<file path="src/rtl/rxr_pkg.sv">
// Shared definitions for the receive descriptor ring engine.
// Assumes descriptors are two little-endian 32-bit words:
// word 0 holds {flags[15:0], length[15:0]} and word 1 holds the buffer address.
package rxr_pkg;

    localparam int FLAG_EMPTY  = 15;
    localparam int FLAG_WRAP   = 13;
    localparam int FLAG_LAST   = 11;
    localparam int FLAG_LENERR = 5;
    localparam int FLAG_TRUNC  = 0;
    localparam int DESC_STRIDE = 8;
    localparam int LEN_W       = 11;

    typedef enum logic [2:0] {
        CT_IDLE,
        CT_RD_FLAGS,
        CT_RD_PTR,
        CT_GET_PTR,
        CT_FILL,
        CT_CLOSE,
        CT_PEEK,
        CT_PEEK_WAIT
    } ctl_state_e;

    typedef enum logic [1:0] {
        SR_FRAME,
        SR_FCS,
        SR_DISCARD
    } src_state_e;

endpackage

</file>
<file path="src/rtl/rxr_crc32.sv">
// Byte-serial Ethernet CRC-32 accumulator.
// Assumes the LSB of each byte is processed first (reflected polynomial).
// fcs shows the inverted running value, ready to append after the last update.
module rxr_crc32 (
    input  logic        clk,
    input  logic        rst_n,
    input  logic        clr,
    input  logic        en,
    input  logic [7:0]  din,
    output logic [31:0] fcs
);
    localparam logic [31:0] POLY = 32'hEDB88320;

    logic [31:0] acc_q;
    logic [31:0] acc_nx;

    // Advance the accumulator by one byte, bit by bit.
    always_comb begin
        acc_nx = acc_q;
        for (int b = 0; b < 8; b++) begin
            if (acc_nx[0] ^ din[b]) acc_nx = (acc_nx >> 1) ^ POLY;
            else                    acc_nx = acc_nx >> 1;
        end
    end

    // Hold the accumulator; preset it at reset or at the start of a frame.
    always_ff @(posedge clk) begin
        if (!rst_n)   acc_q <= '1;
        else if (clr) acc_q <= '1;
        else if (en)  acc_q <= acc_nx;
    end

    assign fcs = ~acc_q;
endmodule

</file>
<file path="src/rtl/rxr_fcs_stream.sv">
// Turns the incoming frame into the stored byte stream: frame bytes then
// four CRC bytes (MSB first), cut at MAX_FRAME bytes.
// After a cut or an abort, the remaining input bytes are consumed and dropped.
// Assumes the consumer asserts abort only in a cycle in which it takes no byte.
module rxr_fcs_stream #(
    parameter int MAX_FRAME = 1518,
    localparam int CW = $clog2(MAX_FRAME + 1)
) (
    input  logic          clk,
    input  logic          rst_n,
    input  logic          in_valid,
    input  logic [7:0]    in_data,
    input  logic          in_last,
    output logic          in_ready,
    input  logic          abort,
    input  logic          s_take,
    output logic          s_valid,
    output logic [7:0]    s_byte,
    output logic          s_end,
    output logic          s_trunc,
    output logic [CW-1:0] s_size
);
    import rxr_pkg::*;

    src_state_e   st_q;
    logic [CW-1:0] cnt_q;
    logic [1:0]   idx_q;
    logic [31:0]  fcs;
    logic         at_cap;
    logic         restart;
    logic         crc_en;

    assign at_cap = (cnt_q == CW'(MAX_FRAME - 1));
    assign s_size = cnt_q + CW'(1);

    rxr_crc32 u_crc (
        .clk  (clk),
        .rst_n(rst_n),
        .clr  (restart),
        .en   (crc_en),
        .din  (in_data),
        .fcs  (fcs)
    );

    // Select the byte presented to the consumer and the input handshake.
    always_comb begin
        s_valid  = 1'b0;
        s_byte   = in_data;
        s_end    = 1'b0;
        s_trunc  = 1'b0;
        in_ready = 1'b0;
        unique case (st_q)
            SR_FRAME: begin
                s_valid  = in_valid;
                s_end    = at_cap;
                s_trunc  = at_cap;
                in_ready = s_take;
            end
            SR_FCS: begin
                s_valid = 1'b1;
                s_byte  = fcs[8*(3 - int'(idx_q)) +: 8];
                s_end   = at_cap || (idx_q == 2'd3);
                s_trunc = at_cap && (idx_q != 2'd3);
            end
            SR_DISCARD: begin
                in_ready = 1'b1;
            end
            default: ;
        endcase
    end

    // Decide when the stream returns to its start state for the next frame.
    always_comb begin
        restart = 1'b0;
        unique case (st_q)
            SR_FRAME:   restart = s_take && at_cap && in_last;
            SR_FCS:     restart = abort || (s_take && s_end);
            SR_DISCARD: restart = in_valid && in_last;
            default:    restart = 1'b1;
        endcase
    end

    assign crc_en = (st_q == SR_FRAME) && s_take;

    // Sequence frame bytes, CRC bytes and discarding; count stored bytes.
    always_ff @(posedge clk) begin
        if (!rst_n || restart) begin
            st_q  <= SR_FRAME;
            cnt_q <= '0;
            idx_q <= '0;
        end else begin
            unique case (st_q)
                SR_FRAME: begin
                    if (abort) begin
                        st_q <= SR_DISCARD;
                    end else if (s_take) begin
                        cnt_q <= cnt_q + CW'(1);
                        if (at_cap)       st_q <= SR_DISCARD;
                        else if (in_last) st_q <= SR_FCS;
                    end
                end
                SR_FCS: begin
                    if (s_take) begin
                        cnt_q <= cnt_q + CW'(1);
                        idx_q <= idx_q + 2'd1;
                    end
                end
                default: ;
            endcase
        end
    end
endmodule

</file>
<file path="src/rtl/rxr_ring_engine.sv">
// Receive descriptor ring engine: scatters the stored stream into buffers
// named by a ring of 8-byte descriptors, writes back the length and flags,
// raises per-buffer and per-frame events and tracks receive-active.
// Assumes: single-cycle read latency on mem_rdata, every request accepted at
// once, ring_base 8-byte aligned, and a nonzero buffer cap while receiving.
module rxr_ring_engine #(
    parameter int AW        = 32,
    parameter int MAX_FRAME = 1518
) (
    input  logic          clk,
    input  logic          rst_n,
    input  logic          ctrl_en,
    input  logic          rx_demand,
    input  logic          ring_set,
    input  logic [AW-1:0] ring_base,
    input  logic [15:0]   buf_max,
    input  logic [15:0]   len_limit,
    input  logic          in_valid,
    input  logic [7:0]    in_data,
    input  logic          in_last,
    output logic          in_ready,
    output logic          mem_req,
    output logic          mem_we,
    output logic [AW-1:0] mem_addr,
    output logic [3:0]    mem_be,
    output logic [31:0]   mem_wdata,
    input  logic [31:0]   mem_rdata,
    output logic          evt_buf,
    output logic          evt_frame,
    output logic          rx_active
);
    import rxr_pkg::*;

    localparam int CW = $clog2(MAX_FRAME + 1);

    ctl_state_e     st_q;
    logic [AW-1:0]  cur_q;
    logic [AW-1:0]  bptr_q;
    logic [15:0]    dflags_q;
    logic [LEN_W-1:0] bcnt_q;
    logic           last_q;
    logic           lerr_q;
    logic           trunc_q;
    logic           active_q;

    logic           s_valid, s_end, s_trunc, s_take, abort;
    logic [7:0]     s_byte;
    logic [CW-1:0]  s_size;
    logic [AW-1:0]  base_al;
    logic [LEN_W-1:0] cap;
    logic [AW-1:0]  byte_addr;
    logic [15:0]    close_flags;
    logic           cap_hit;
    logic           over_limit;

    assign base_al    = {ring_base[AW-1:2], 2'b00};
    assign cap        = {buf_max[10:4], 4'b0000};
    assign byte_addr  = bptr_q + AW'(bcnt_q);
    assign cap_hit    = (bcnt_q + LEN_W'(1)) == cap;
    assign over_limit = 17'(s_size) > 17'(len_limit);
    assign s_take     = (st_q == CT_FILL) && s_valid;
    assign abort      = (st_q == CT_RD_PTR) && !mem_rdata[16 + FLAG_EMPTY];

    rxr_fcs_stream #(.MAX_FRAME(MAX_FRAME)) u_src (
        .clk     (clk),
        .rst_n   (rst_n),
        .in_valid(in_valid),
        .in_data (in_data),
        .in_last (in_last),
        .in_ready(in_ready),
        .abort   (abort),
        .s_take  (s_take),
        .s_valid (s_valid),
        .s_byte  (s_byte),
        .s_end   (s_end),
        .s_trunc (s_trunc),
        .s_size  (s_size)
    );

    // Build the flag half-word written back when a buffer closes.
    always_comb begin
        close_flags = dflags_q;
        close_flags[FLAG_EMPTY] = 1'b0;
        if (last_q) begin
            close_flags[FLAG_LAST] = 1'b1;
            if (lerr_q)  close_flags[FLAG_LENERR] = 1'b1;
            if (trunc_q) close_flags[FLAG_TRUNC]  = 1'b1;
        end
    end

    // Drive the memory port from the control state.
    always_comb begin
        mem_req   = 1'b0;
        mem_we    = 1'b0;
        mem_addr  = cur_q;
        mem_be    = 4'b0000;
        mem_wdata = '0;
        unique case (st_q)
            CT_RD_FLAGS, CT_PEEK: mem_req = 1'b1;
            CT_RD_PTR: begin
                mem_req  = 1'b1;
                mem_addr = cur_q + AW'(4);
            end
            CT_FILL: begin
                mem_req   = s_valid;
                mem_we    = 1'b1;
                mem_addr  = byte_addr;
                mem_be    = 4'b0001 << byte_addr[1:0];
                mem_wdata = {4{s_byte}};
            end
            CT_CLOSE: begin
                mem_req   = 1'b1;
                mem_we    = 1'b1;
                mem_be    = 4'b1111;
                mem_wdata = {close_flags, 16'(bcnt_q)};
            end
            default: ;
        endcase
    end

    // Walk the ring: fetch, fill, write back, advance, re-check the next slot.
    always_ff @(posedge clk) begin
        if (!rst_n) begin
            st_q     <= CT_IDLE;
            cur_q    <= '0;
            bptr_q   <= '0;
            dflags_q <= '0;
            bcnt_q   <= '0;
            last_q   <= 1'b0;
            lerr_q   <= 1'b0;
            trunc_q  <= 1'b0;
            active_q <= 1'b0;
        end else begin
            unique case (st_q)
                CT_IDLE: begin
                    if (ring_set)                                cur_q <= base_al;
                    else if (active_q && s_valid)                st_q  <= CT_RD_FLAGS;
                    else if (rx_demand && ctrl_en && !active_q)  st_q  <= CT_PEEK;
                end
                CT_RD_FLAGS: st_q <= CT_RD_PTR;
                CT_RD_PTR: begin
                    dflags_q <= mem_rdata[31:16];
                    if (abort) begin
                        active_q <= 1'b0;
                        st_q     <= CT_IDLE;
                    end else begin
                        st_q <= CT_GET_PTR;
                    end
                end
                CT_GET_PTR: begin
                    bptr_q <= mem_rdata[AW-1:0];
                    bcnt_q <= '0;
                    last_q <= 1'b0;
                    st_q   <= CT_FILL;
                end
                CT_FILL: begin
                    if (s_take) begin
                        bcnt_q <= bcnt_q + LEN_W'(1);
                        if (s_end) begin
                            last_q  <= 1'b1;
                            trunc_q <= s_trunc;
                            lerr_q  <= s_trunc || over_limit;
                            st_q    <= CT_CLOSE;
                        end else if (cap_hit) begin
                            st_q <= CT_CLOSE;
                        end
                    end
                end
                CT_CLOSE: begin
                    cur_q <= dflags_q[FLAG_WRAP] ? base_al : cur_q + AW'(DESC_STRIDE);
                    st_q  <= last_q ? CT_PEEK : CT_RD_FLAGS;
                end
                CT_PEEK: st_q <= CT_PEEK_WAIT;
                CT_PEEK_WAIT: begin
                    active_q <= ctrl_en && mem_rdata[16 + FLAG_EMPTY];
                    st_q     <= CT_IDLE;
                end
                default: st_q <= CT_IDLE;
            endcase
            if (!ctrl_en) active_q <= 1'b0;
        end
    end

    assign evt_buf   = (st_q == CT_CLOSE) && !last_q;
    assign evt_frame = (st_q == CT_CLOSE) && last_q;
    assign rx_active = active_q;
endmodule

</file>
<file path="config.mk">
export PLATFORM = sky130hd
export DESIGN_NAME = rxr_ring_engine
export DESIGN_NICKNAME = d
export VERILOG_FILES = /design/src/rtl/rxr_pkg.sv /design/src/rtl/rxr_crc32.sv /design/src/rtl/rxr_fcs_stream.sv /design/src/rtl/rxr_ring_engine.sv
export SDC_FILE = /design/constraint.sdc
export NUM_CORES = 1
export LEC_CHECK = 0
export BUFFER_PORTS_ARGS = -buffer_cell sky130_fd_sc_hd__clkbuf_2
export CAP_MARGIN = 30
export CORE_AREA = 2 2 129 162
export DETAILED_ROUTE_END_ITERATION = 16
export DIE_AREA = 0 0 131 164
export PLACE_DENSITY = 0.79
export SKIP_LAST_GASP = 1
export SYNTH_ARGS = -nofsm -noshare
export SYNTH_HDL_FRONTEND = slang
export SYNTH_SLANG_ARGS = --single-unit
</file>
<file path="constraint.sdc">
create_clock -name clk -period 8.98 [get_ports clk]
set_input_delay 1.796 -clock clk [delete_from_list [all_inputs] [get_ports clk]]
set_output_delay 1.796 -clock clk [all_outputs]
set_load 0.05 [all_outputs]
</file>
; ---- Yosys cells after proc, flatten, opt, wreduce, memory -nomap -nowiden
; Index checks and enable logic that the tools add are counted.
[totals]
reg_bits = 144
wordCells = 155
inputBits = 111
output_inout_bits = 74
[classes]
n_reduce_logical = 43
shift = 2
n_bitwise = 18
n_eq_ne = 21
order_cmp = 1
mux = 50
add_sub_neg = 7
[op_table]
columns = op, n
row1 = $mux W32, 10
row2 = $pmux W32 S2, 3
row3 = $not A13 Y14, 8
row4 = $pmux W11 S2, 2
row5 = $mux W11, 3
row6 = $add A32 B11 Y32, 1
row7 = $add A32 B3 Y32 const B, 1
row8 = $add A32 B4 Y32 const B, 1
row9 = $not A32 Y32, 1
row10 = $shiftx A32 B32 Y8, 1
row11 = $pmux W3 S8, 1
row12 = $add A11 B1 Y11 const B, 2
row13 = $mux W3, 7
row14 = $gt A11 B16 Y1, 1
row15 = $logic_and A1 B1 Y1, 14
row16 = $pmux W1 S2, 7
row17 = $eq A3 B3 Y1 const B, 4
row18 = $reduce_and A2 Y1, 6
row19 = $eq A11 B11 Y1, 1
row20 = $eq A11 B11 Y1 const B, 1
row21 = $mux W2, 5
row22 = $reduce_bool A2 Y1, 5
row23 = $mux W1, 9
row24 = $reduce_and A3 Y1, 3
row25 = other kinds (24), 45

; ---- Longest topological paths before layout
; Gate-level depths: netlist of the first run.
[depth]
depth_word = 16
ltp_mapped = 12
ltp_nobuf = 11

; ---- Cells and area by module
; From an unflattened synthesis of the first run, not the netlist that was laid out.
[unflattened]
cells_unflattened = 1350
area_unflattened_um2 = 10456.3
[modules_own_cells]
columns = module, n_inst, area_each_um2, cells_each
row1 = rxr_ring_engine, 1, 7134.3, 990
row2 = rxr_crc32, 1, 2021.9, 216
row3 = rxr_fcs_stream, 1, 1300.0, 144

; ---- Least setup slack after synthesis of the first run
; OpenSTA, ideal clock, no wires.
[synth_timing]
path_type = input to output
start = input in_data[3]
end = output mem_wdata[27]
cell_stages = 3
arrival_time_ns = 3.732
setup_slack_ns = 3.452
n_path_buf = 0
t_required_ns = 7.184
path_cell_list = nor2_1 > a211oi_1 > nand2b_1
[synth_via]
elab_chain_cells = 2
[synth_rtl]
columns = element, line_no
row1 = "start, declared", rxr_ring_engine.sv:19  ; input logic [7:0] in_data,
row2 = $mux W8, rxr_fcs_stream.sv:52  ; unique case (st_q)
row3 = $pmux W32 S2, rxr_ring_engine.sv:98  ; unique case (st_q)
row4 = "end, declared", rxr_ring_engine.sv:26  ; output logic [31:0] mem_wdata,
; No other way between the ends.

; ---- Worst setup path after layout of the first run
[layout_timing]
start = register st_q[0]
end = output mem_addr[30]
[layout_via]
elab_chain_cells = 2
elab_cells_between_ends = 3
[layout_rtl]
columns = element, line_no
row1 = "start, declared", rxr_ring_engine.sv:36  ; ctl_state_e st_q;
row2 = "start signal, assigned", rxr_ring_engine.sv:171  ; st_q <= last_q ? CT_PEEK : CT_RD_FLAGS;
row3 = $eq A3 B3 Y1 or $eq A3 B2 Y1 (tied branches), rxr_ring_engine.sv:98
row4 = $pmux W32 S2 (*), rxr_ring_engine.sv:98
row5 = "end, declared", rxr_ring_engine.sv:24  ; output logic [AW-1:0] mem_addr,
; Every way passes the cells marked *; elsewhere a longest branch is shown, timed or not.

==> results.json, run 1 <==
{
  "crit_path_start": "st_q[0]$_SDFFE_PN0P_",
  "htreeDepth": 4,
  "fin_crit_sh_pct": 65.0,
  "crit_fanout": 24,
  "clk_pin_slew_ns": 0.06,
  "ant_nets": 0,
  "rsz0062_at_grt": "no",
  "syn_inst": 1307,
  "fin_util_pct": 57.5,
  "synth.area.top_cells": "dfxtp_1 29%, nand2_1 8.6%, xnor2_1 6.3%, a21oi_1 6.0%, ha_1 4.1%",
  "root_buffer": "clkbuf_16",
  "r2r-start": "st_q[1]$_SDFFE_PN0P_",
  "cts_setup_buffers": 0,
  "synth_edf_count": 0,
  "routedWlPerCell_um": 18.2,
  "grt_max_degree": 87,
  "rows": 58,
  "cts.path.max_buffers": 2,
  "viasPerCell": 5.94,
  "grt_pass1_wl_um": 48000,
  "cts_hold_buf": 0,
  "grt.total_usage_pct": 28.6,
  "fp.dieH_um": 164,
  "synth-seq-cells": 142,
  "syn-num-nets": 1451,
  "finalClockSkew_ns": 0.0150,
  "drive_above_1_share_pct": 18.4,
  "cts_tree": "yes",
  "async_reset_ff_share_pct": 0,
  "top_level_ports": 185,
  "dieArea_um2": 21500,
  "startpoint_type": "register",
  "via_count": 10100,
  "hold_slack_ns": 0.458,
  "fin_crit_ns": 5.84,
  "yosysSeqAreaShare_pct": 28.9,
  "yosysWarningCount": 0,
  "p_per_area_nw_per_um2": 261,
  "drtPass1Iterations": 6,
  "cp_data_arrival_time_ns": 4.04,
  "setup.worst_path.class": "register to primary output",
  "antenna_found_initial": 1,
  "p_leak_nw": 4.66,
  "drcViolationCount": 0,
  "hpwlAfterDp_um": 22900,
  "cts_sinks": 142,
  "finalHoldViolCount": 0,
  "io_buffers": 173,
  "cp-end-kind": "primary output",
  "slew_viol_final": 0,
  "first_iter_violations": 1026,
  "initial_core_util_pct": 49.3,
  "syn_area_um2": 9850,
  "synth_cell_types": 71,
  "ir_drop_uv": 207,
  "globalplace.congestion": 1.06,
  "coreArea_um2": 20000,
  "clk_latency_ns": 0.44,
  "wirelength_um": 30900,
  "yosysTopAreaCell": "dfxtp_1",
  "synth_top_area_share_pct": 28.9,
  "numCtsBuffers": 17,
  "cts_resized": 0,
  "final.setup.tns_ns": 0,
  "hp-class": "register to register",
  "tightest_slew_ns": 1.03,
  "fp.dieW_um": 131,
  "num-nets-final": 1562,
  "fin_area_um2": 11500,
  "crit_required_ns": 7.18,
  "outcome": "complete, no violations",
  "setup_viol": 0,
  "syn_to_final_growth_pct": 16.6,
  "syn_area_per_cell_um2": 7.53,
  "ys.flop_type": "dfxtp_1",
  "hp-start": "dflags_q[10]$_SDFFE_PN0P_",
  "slew_headroom_pct": 31.0,
  "drv_cap": 0,
  "placed_area_um2": 10800,
  "clock.fmax_mhz": 171,
  "grt_pass1_vias": 9350,
  "grt_overflow": 0
}
-- synth_stat cells (8+ instances only) --
cell and number:
a211oi_1 24, a21o_1 30, a21oi_1 119, a221oi_1 8, and2_1 8, and3_1 11, buf_2 16, clkbuf_1 75
dfxtp_1 142, ha_1 32, inv_1 34, mux2_2 9, mux4_2 8, nand2_1 225, nand2b_1 9, nand3_1 40
nand4_1 23, nor2_1 101, nor3_1 28, nor4_1 10, o211ai_1 51, o21a_1 9, o21ai_0 70, xnor2_1 71
xor2_1 40
-- placed cells by master, fill, tap and decap left out, drive strengths merged, types with 11 or more instances in the layout --
cell / count
nor4: 11
dfxtp: 142
a21o: 30
a21oi: 119
ha: 32
xnor2: 76
nor2: 101
clkbuf: 191
o21ai: 71
nor3: 29
buf: 13
xor2: 45
a211oi: 24
nand2: 225
nand3: 40
o211ai: 51
inv: 39
and3: 11
nand4: 24
-- final timing paths --
path | endpoint | slack, ns | cells past startpoint
worst max register to register | u_src.u_crc.acc_q[3]$_SDFFE_PP1P_ | 5.61 | 10
worst min register to register | dflags_q[10]$_SDFFE_PN0P_ | 0.46 | 2
worst min-delay path | dflags_q[10]$_SDFFE_PN0P_ | 0.46 | 2
worst max-delay path | mem_addr[30] | 3.14 | 10
-- routing by layer --
metal  up-vias  global-route usage (%)  part of all wire, %
met5         -                       0                0.042
met4         2                    13.2                  3.9
met3        78                    6.09                  8.4
met2       451                    48.3                   49
met1      4712                    34.4                   39
li1       4867                       -                    -
-- logic make-up after synthesis --
family          synth area share (%)
xor+xnor                        12.1
flops                           28.9
fa+ha+maj                       4.27
compound gates                  23.4
buf+inv                         5.17
simple gates                    23.1
mux                             3.06
-- worst max-delay path: stages, from the launching register on --
cell and delay (ns):
dfxtp_1 0.35, inv_1 0.09, ha_1 0.27, nor2b_2 0.87
nand4_1 0.40, nor2_1 0.32, nand2_1 0.16, nor4_1 0.34
mux2_2 0.38, o21ai_0 0.12, clkbuf_2 0.33
-- report_power, final --
group,internal (mW),switching [mW]
Combinational,0.458,0.898
Sequential,0.733,0.139
Clock,0.471,0.302
-- flip-flops by register name (all words and copies together) (netlist names) --
| register | cells |
|---|---|
| u_src.cnt_q | 11 |
| bptr_q | 32 |
| u_src.u_crc.acc_q | 32 |
| rx_active | 1 |
| bcnt_q | 11 |
| st_q | 3 |
| u_src.idx_q | 2 |
| last_q | 1 |
| u_src.st_q | 2 |
| lerr_q | 1 |
| dflags_q | 15 |
| cur_q | 30 |
| trunc_q | 1 |
-- metrics by stage --
step                instances  power (mW)  worst slack, ns
floorplan                1307        1.90             3.45
global placement         1662        2.18             3.72
detailed placement       1668        2.22             3.67
CTS                      1700        3.00             3.19
global route             1701        3.15             2.88
finish                   1702        3.00             3.14
-- cell type report --
cell class | instances | area (µm²)
antenna | 1 | 2.50
clock buffer | 18 | 429
clock inverter | 14 | 206
fill | 1851 | 8480
inverter | 35 | 131
multi-input combinational | 1036 | 6510
sequential | 142 | 2840
tap | 270 | 338
timing repair buffer | 186 | 1020
Power figures use the tool's default switching activity.
==> inputs of run 2 (changes only) <==
Settings changed: PLACE_DENSITY 0.79 to 0.82.
Clock period 8.98 ns to 5.32 ns, I/O delays scaled along.
==> run 2 against run 1 <==
  * Wire length rose by 1.3%
  * Hold slack better by 0.0030 ns
  * Final cell count increased by 0.24%
  * Critical path type unchanged
  * Largest power group unchanged
  * Highest routed layer unchanged
==> results.json, run 2 (synthesis results as in run 1) <==
{
  "ir_drop_uv": 320,
  "total_power_mw": 5.04,
  "numCtsBuffers": 17,
  "clk_latency_ns": 0.43,
  "regArea_um2": 2840,
  "drtPass1Iterations": 6,
  "grt_max_degree": 53,
  "drv_cap": 0,
  "cts_resized": 0,
  "grt_pass1_wl_um": 48700,
  "n_fill_cell": 1818,
  "wirelength_um": 31300,
  "antenna_found_initial": 2,
  "cts.path.max_buffers": 2,
  "viasPerCell": 6.08,
  "num-nets-final": 1565,
  "dieArea_um2": 21500,
  "initial_core_util_pct": 49.3,
  "grt.total_usage_pct": 29.0,
  "fp.dieW_um": 131,
  "finalClockSkew_ns": 0.00860,
  "slew_headroom_pct": 24.9,
  "globalplace.congestion": 0.950,
  "final.setup.tns_ns": 0,
  "hpwlAfterDp_um": 23000,
  "cts_setup_buffers": 0,
  "multiInputGateArea_um2": 6510,
  "root_buffer": "clkbuf_16",
  "grt_overflow": 0,
  "top_level_ports": 185,
  "htreeDepth": 4,
  "first_iter_violations": 1020,
  "fin_crit_sh_pct": 92.8,
  "setup.worst_path.class": "register to primary output",
  "finalHoldViolCount": 0,
  "cp_data_arrival_time_ns": 3.87,
  "via_count": 10400,
  "tightest_slew_ns": 1.12,
  "drcViolationCount": 0,
  "ant_nets": 0,
  "slew_viol_final": 0,
  "most-common-layout-cells": "224 x nand2_1, 173 x clkbuf_2, 142 x dfxtp_1, 119 x a21oi_1, 100 x nor2_1",
  "cts_tree": "yes",
  "cp-end-kind": "primary output",
  "hold_slack_ns": 0.461,
  "rrSetupSlack_ns": 2.30,
  "cts_hold_buf": 0,
  "clk_pin_slew_ns": 0.06,
  "grt_pass1_vias": 9392,
  "drive_above_1_share_pct": 18.6,
  "hp-class": "register to register",
  "setup_viol": 0,
  "io_buffers": 173,
  "rsz0062_at_grt": "no",
  "clock.fmax_mhz": 203,
  "cts_sinks": 142,
  "fp.dieH_um": 164,
  "crit_required_ns": 4.26,
  "routedWlPerCell_um": 18.4,
  "crit_fanout": 11,
  "outcome": "complete, no violations",
  "p_leak_nw": 4.65,
  "startpoint_type": "register",
  "reg_top3": "bptr_q (32), u_src.u_crc.acc_q (32), cur_q (30)",
  "final_common_cell": "nand2_1",
  "coreArea_um2": 20000,
  "rows": 58,
  "p_per_area_nw_per_um2": 439,
  "syn_to_final_growth_pct": 16.4,
  "fin_crit_ns": 4.94
}
==> run 2: worst paths after layout <==
| path | startpoint | endpoint | depth (start not counted) |
|---|---|---|---|
| max | bcnt_q[0]$_SDFFE_PN0P_ | mem_addr[26] | 11 |
| min | bptr_q[3]$_SDFFE_PN0P_ | bptr_q[3]$_SDFFE_PN0P_ | 2 |
| max reg2reg | st_q[1]$_SDFFE_PN0P_ | u_src.u_crc.acc_q[16]$_SDFFE_PP1P_ | 11 |
| min reg2reg | bptr_q[3]$_SDFFE_PN0P_ | bptr_q[3]$_SDFFE_PN0P_ | 2 |
==> run 2: critical path, cell delays in order, from the launching register on <==
cell and delay (ns):
dfxtp_1 0.44, ha_1 0.22, inv_1 0.06, fa_1 0.39
nor2b_1 0.15, o21ai_0 0.14, a211oi_1 0.55, o221ai_2 0.36
a2111oi_2 0.41, xnor2_1 0.14, o21ai_0 0.25, clkbuf_2 0.33
==> run 2: area by class of cell <==
cell class	count	share of cell area, %
antenna	2	0.0436
multi-input combinational	1036	56.8
clock buffer	18	3.83
timing repair buffer	189	9.06
tap	270	2.95
clock inverter	14	1.39
inverter	35	1.15
sequential	142	24.8
==> run 2: metrics by stage <==
| stage | setup slack, ns | instances | instance area [µm²] | util, % |
|---|---|---|---|---|
| floorplan | 0.888 | 1307 | 9850 | - |
| global placement | 0.813 | 1668 | 10800 | 54.0 |
| detailed placement | 0.709 | 1672 | 10900 | 54.4 |
| CTS | 0.213 | 1704 | 11500 | 57.4 |
| global route | 0.145 | 1704 | 11500 | 57.4 |
| finish | 0.384 | 1706 | 11500 | 57.5 |
==> run 2: metal layers <==
| metal | part of all wire [%] | vias to the layer above | routed length, µm | GRT usage, % |
|---|---|---|---|---|
| met1 | 39 | 4792 | 12200 | 36.8 |
| met5 | 0.035 | - | 11 | 0 |
| met3 | 9.9 | 92 | 3100 | 5.08 |
| met4 | 3.9 | 2 | 1220 | 12.7 |
| met2 | 47 | 624 | 14800 | 48.0 |
| li1 | - | 4867 | - | - |
==> run 2: power breakdown <==
group	total, mW	internal (mW)	switching, mW
Sequential	1.47	1.24	0.236
Clock	1.22	0.711	0.510
Combinational	2.34	0.782	1.56
==> inputs of run 3 (changes only) <==
Settings changed: CORE_AREA 2 2 129 162 to 2 2 166 208, DIE_AREA 0 0 131 164 to 0 0 168 210, PLACE_DENSITY 0.82 to 0.57.
==> run 3 against run 2 <==
  * Critical path type unchanged
  * Critical path depth grew 1
  * Sequential power is essentially flat
  * Global-route usage shrank 9.6 points
==> results.json, run 3 (synthesis results as in run 1) <==
{
  "outcome": "complete, no violations",
  "cts_setup_buffers": 0,
  "p_leak_nw": 4.68,
  "setup.worst_path.class": "register to primary output",
  "max_stage_delay_ns": 0.46,
  "grt_pass1_wl_um": 53400,
  "fin_crit_ns": 4.85,
  "grt.total_usage_pct": 19.4,
  "clk_pin_slew_ns": 0.06,
  "finalHoldViolCount": 0,
  "antenna_found_initial": 5,
  "drive_above_1_share_pct": 19.0,
  "crit_required_ns": 4.26,
  "fp.dieH_um": 210,
  "finalClockSkew_ns": 0.0140,
  "globalplace.congestion": 0.900,
  "slowest_stage": "a211oi_1",
  "syn_to_final_growth_pct": 18.8,
  "io_buffers": 173,
  "reg_top3": "bptr_q (32), u_src.u_crc.acc_q (32), cur_q (30)",
  "clk_latency_ns": 0.43,
  "top_level_ports": 185,
  "most-common-layout-cells": "224 x nand2_1, 173 x clkbuf_2, 142 x dfxtp_1, 119 x a21oi_1, 100 x nor2_1",
  "grt_pass1_vias": 9512,
  "fp.dieW_um": 168,
  "slew_viol_final": 0,
  "ir_drop_uv": 284,
  "dieArea_um2": 35300,
  "cts_resized": 0,
  "tightest_slew_ns": 1.01,
  "setup_viol": 0,
  "drv_cap": 0,
  "hpwlAfterDp_um": 26700,
  "p_per_area_nw_per_um2": 429,
  "final_common_cell": "nand2_1",
  "cts_hold_buf": 0,
  "htreeDepth": 4,
  "cts.path.max_buffers": 2,
  "initial_core_util_pct": 29.6,
  "coreArea_um2": 33300,
  "crit_fanout": 10,
  "final.setup.tns_ns": 0,
  "num-nets-final": 1571,
  "startpoint_type": "register",
  "viasPerCell": 5.41,
  "cp-end-kind": "primary output",
  "multiInputGateArea_um2": 6510,
  "ant_nets": 0,
  "fin_ws_ns": 0.471,
  "grt_overflow": 0,
  "routedWlPerCell_um": 18.6,
  "rows": 75,
  "n_fill_cell": 3508,
  "drcViolationCount": 0,
  "fin_util_pct": 35.1,
  "cts_sinks": 142,
  "via_count": 10100,
  "drtPass1Iterations": 5,
  "fin_crit_sh_pct": 91.2,
  "grt_max_degree": 55,
  "rsz0062_at_grt": "no",
  "hp-class": "register to register",
  "clock.fmax_mhz": 206,
  "worstPathCellList": "ha_1, inv_1, fa_1, nor2b_1, o21ai_0, a211oi_1, o221ai_1, buf_4, a211oi_1, xnor2_1, o21ai_0, clkbuf_2",
  "first_iter_violations": 858,
  "slew_headroom_pct": 32.7,
  "regArea_um2": 2840,
  "numCtsBuffers": 17,
  "cts_tree": "yes",
  "cp_data_arrival_time_ns": 3.79,
  "pre_cts_ws_ns": 0.950,
  "root_buffer": "clkbuf_16",
  "wirelength_um": 34700
}
==> run 3: final timing paths <==
check,cells past startpoint,startpoint,slack [ns],to
hold reg to reg,2,dflags_q[7]$_SDFFE_PN0P_,0.46,dflags_q[7]$_SDFFE_PN0P_
setup reg to reg,11,st_q[1]$_SDFFE_PN0P_,2.26,u_src.u_crc.acc_q[28]$_SDFFE_PP1P_
hold / removal,2,dflags_q[7]$_SDFFE_PN0P_,0.46,dflags_q[7]$_SDFFE_PN0P_
setup / recovery,12,bcnt_q[0]$_SDFFE_PN0P_,0.47,mem_addr[30]
==> run 3: critical path: cells and delay by family (launching register included) <==
kind	cells	cell delay, ns
AOI/OAI and AO/OA	5	1.44
xor gates and xnor gates	1	0.09
adders and majority gates	2	0.60
buffers and inverters	3	0.64
DFF	1	0.44
and+or+nand+nor	1	0.14
==> run 3: metrics by stage <==
step	total power [mW]	instance area, µm²	std cells	hold WS (ns)
detailed placement	3.82	11100	1831	0.447
finish	5.01	11700	1864	0.460
CTS	5.04	11700	1863	0.456
global placement	3.78	11000	1825	0.444
floorplan	3.20	9850	1307	0.433
global route	5.29	11700	1863	0.476
==> run 3: metal layers <==
| layer | up-vias | wire [µm] | track usage (%) | share of wire, % |
|---|---|---|---|---|
| li1 | 4890 | - | - | - |
| met1 | 4758 | 14300 | 24.1 | 41 |
| met2 | 366 | 17000 | 33.7 | 49 |
| met3 | 53 | 2510 | 3.40 | 7.2 |
| met4 | 8 | 896 | 6.72 | 2.6 |
| met5 | - | 50 | 0 | 0.14 |
==> run 3: report_power, final <==
| group | internal (mW) | switching (mW) | total [mW] | leakage, nW |
|---|---|---|---|---|
| Combinational | 0.788 | 1.54 | 2.33 | 3.24 |
| Sequential | 1.24 | 0.237 | 1.47 | 1.15 |
| Clock | 0.679 | 0.531 | 1.21 | 0.280 |
| Total | 2.70 | 2.31 | 5.01 | 4.68 |
==> run 3: layout make-up <==
| cell class | instances | share of cell area, % |
|---|---|---|
| diodes | 1 | 0.0214 |
| clock buffers | 19 | 3.87 |
| clock inverters | 13 | 1.13 |
| inverters | 35 | 1.12 |
| multi-input cells | 1036 | 55.6 |
| flip-flops and latches | 142 | 24.3 |
| well taps | 423 | 4.53 |
| repair buffers | 195 | 9.37 |
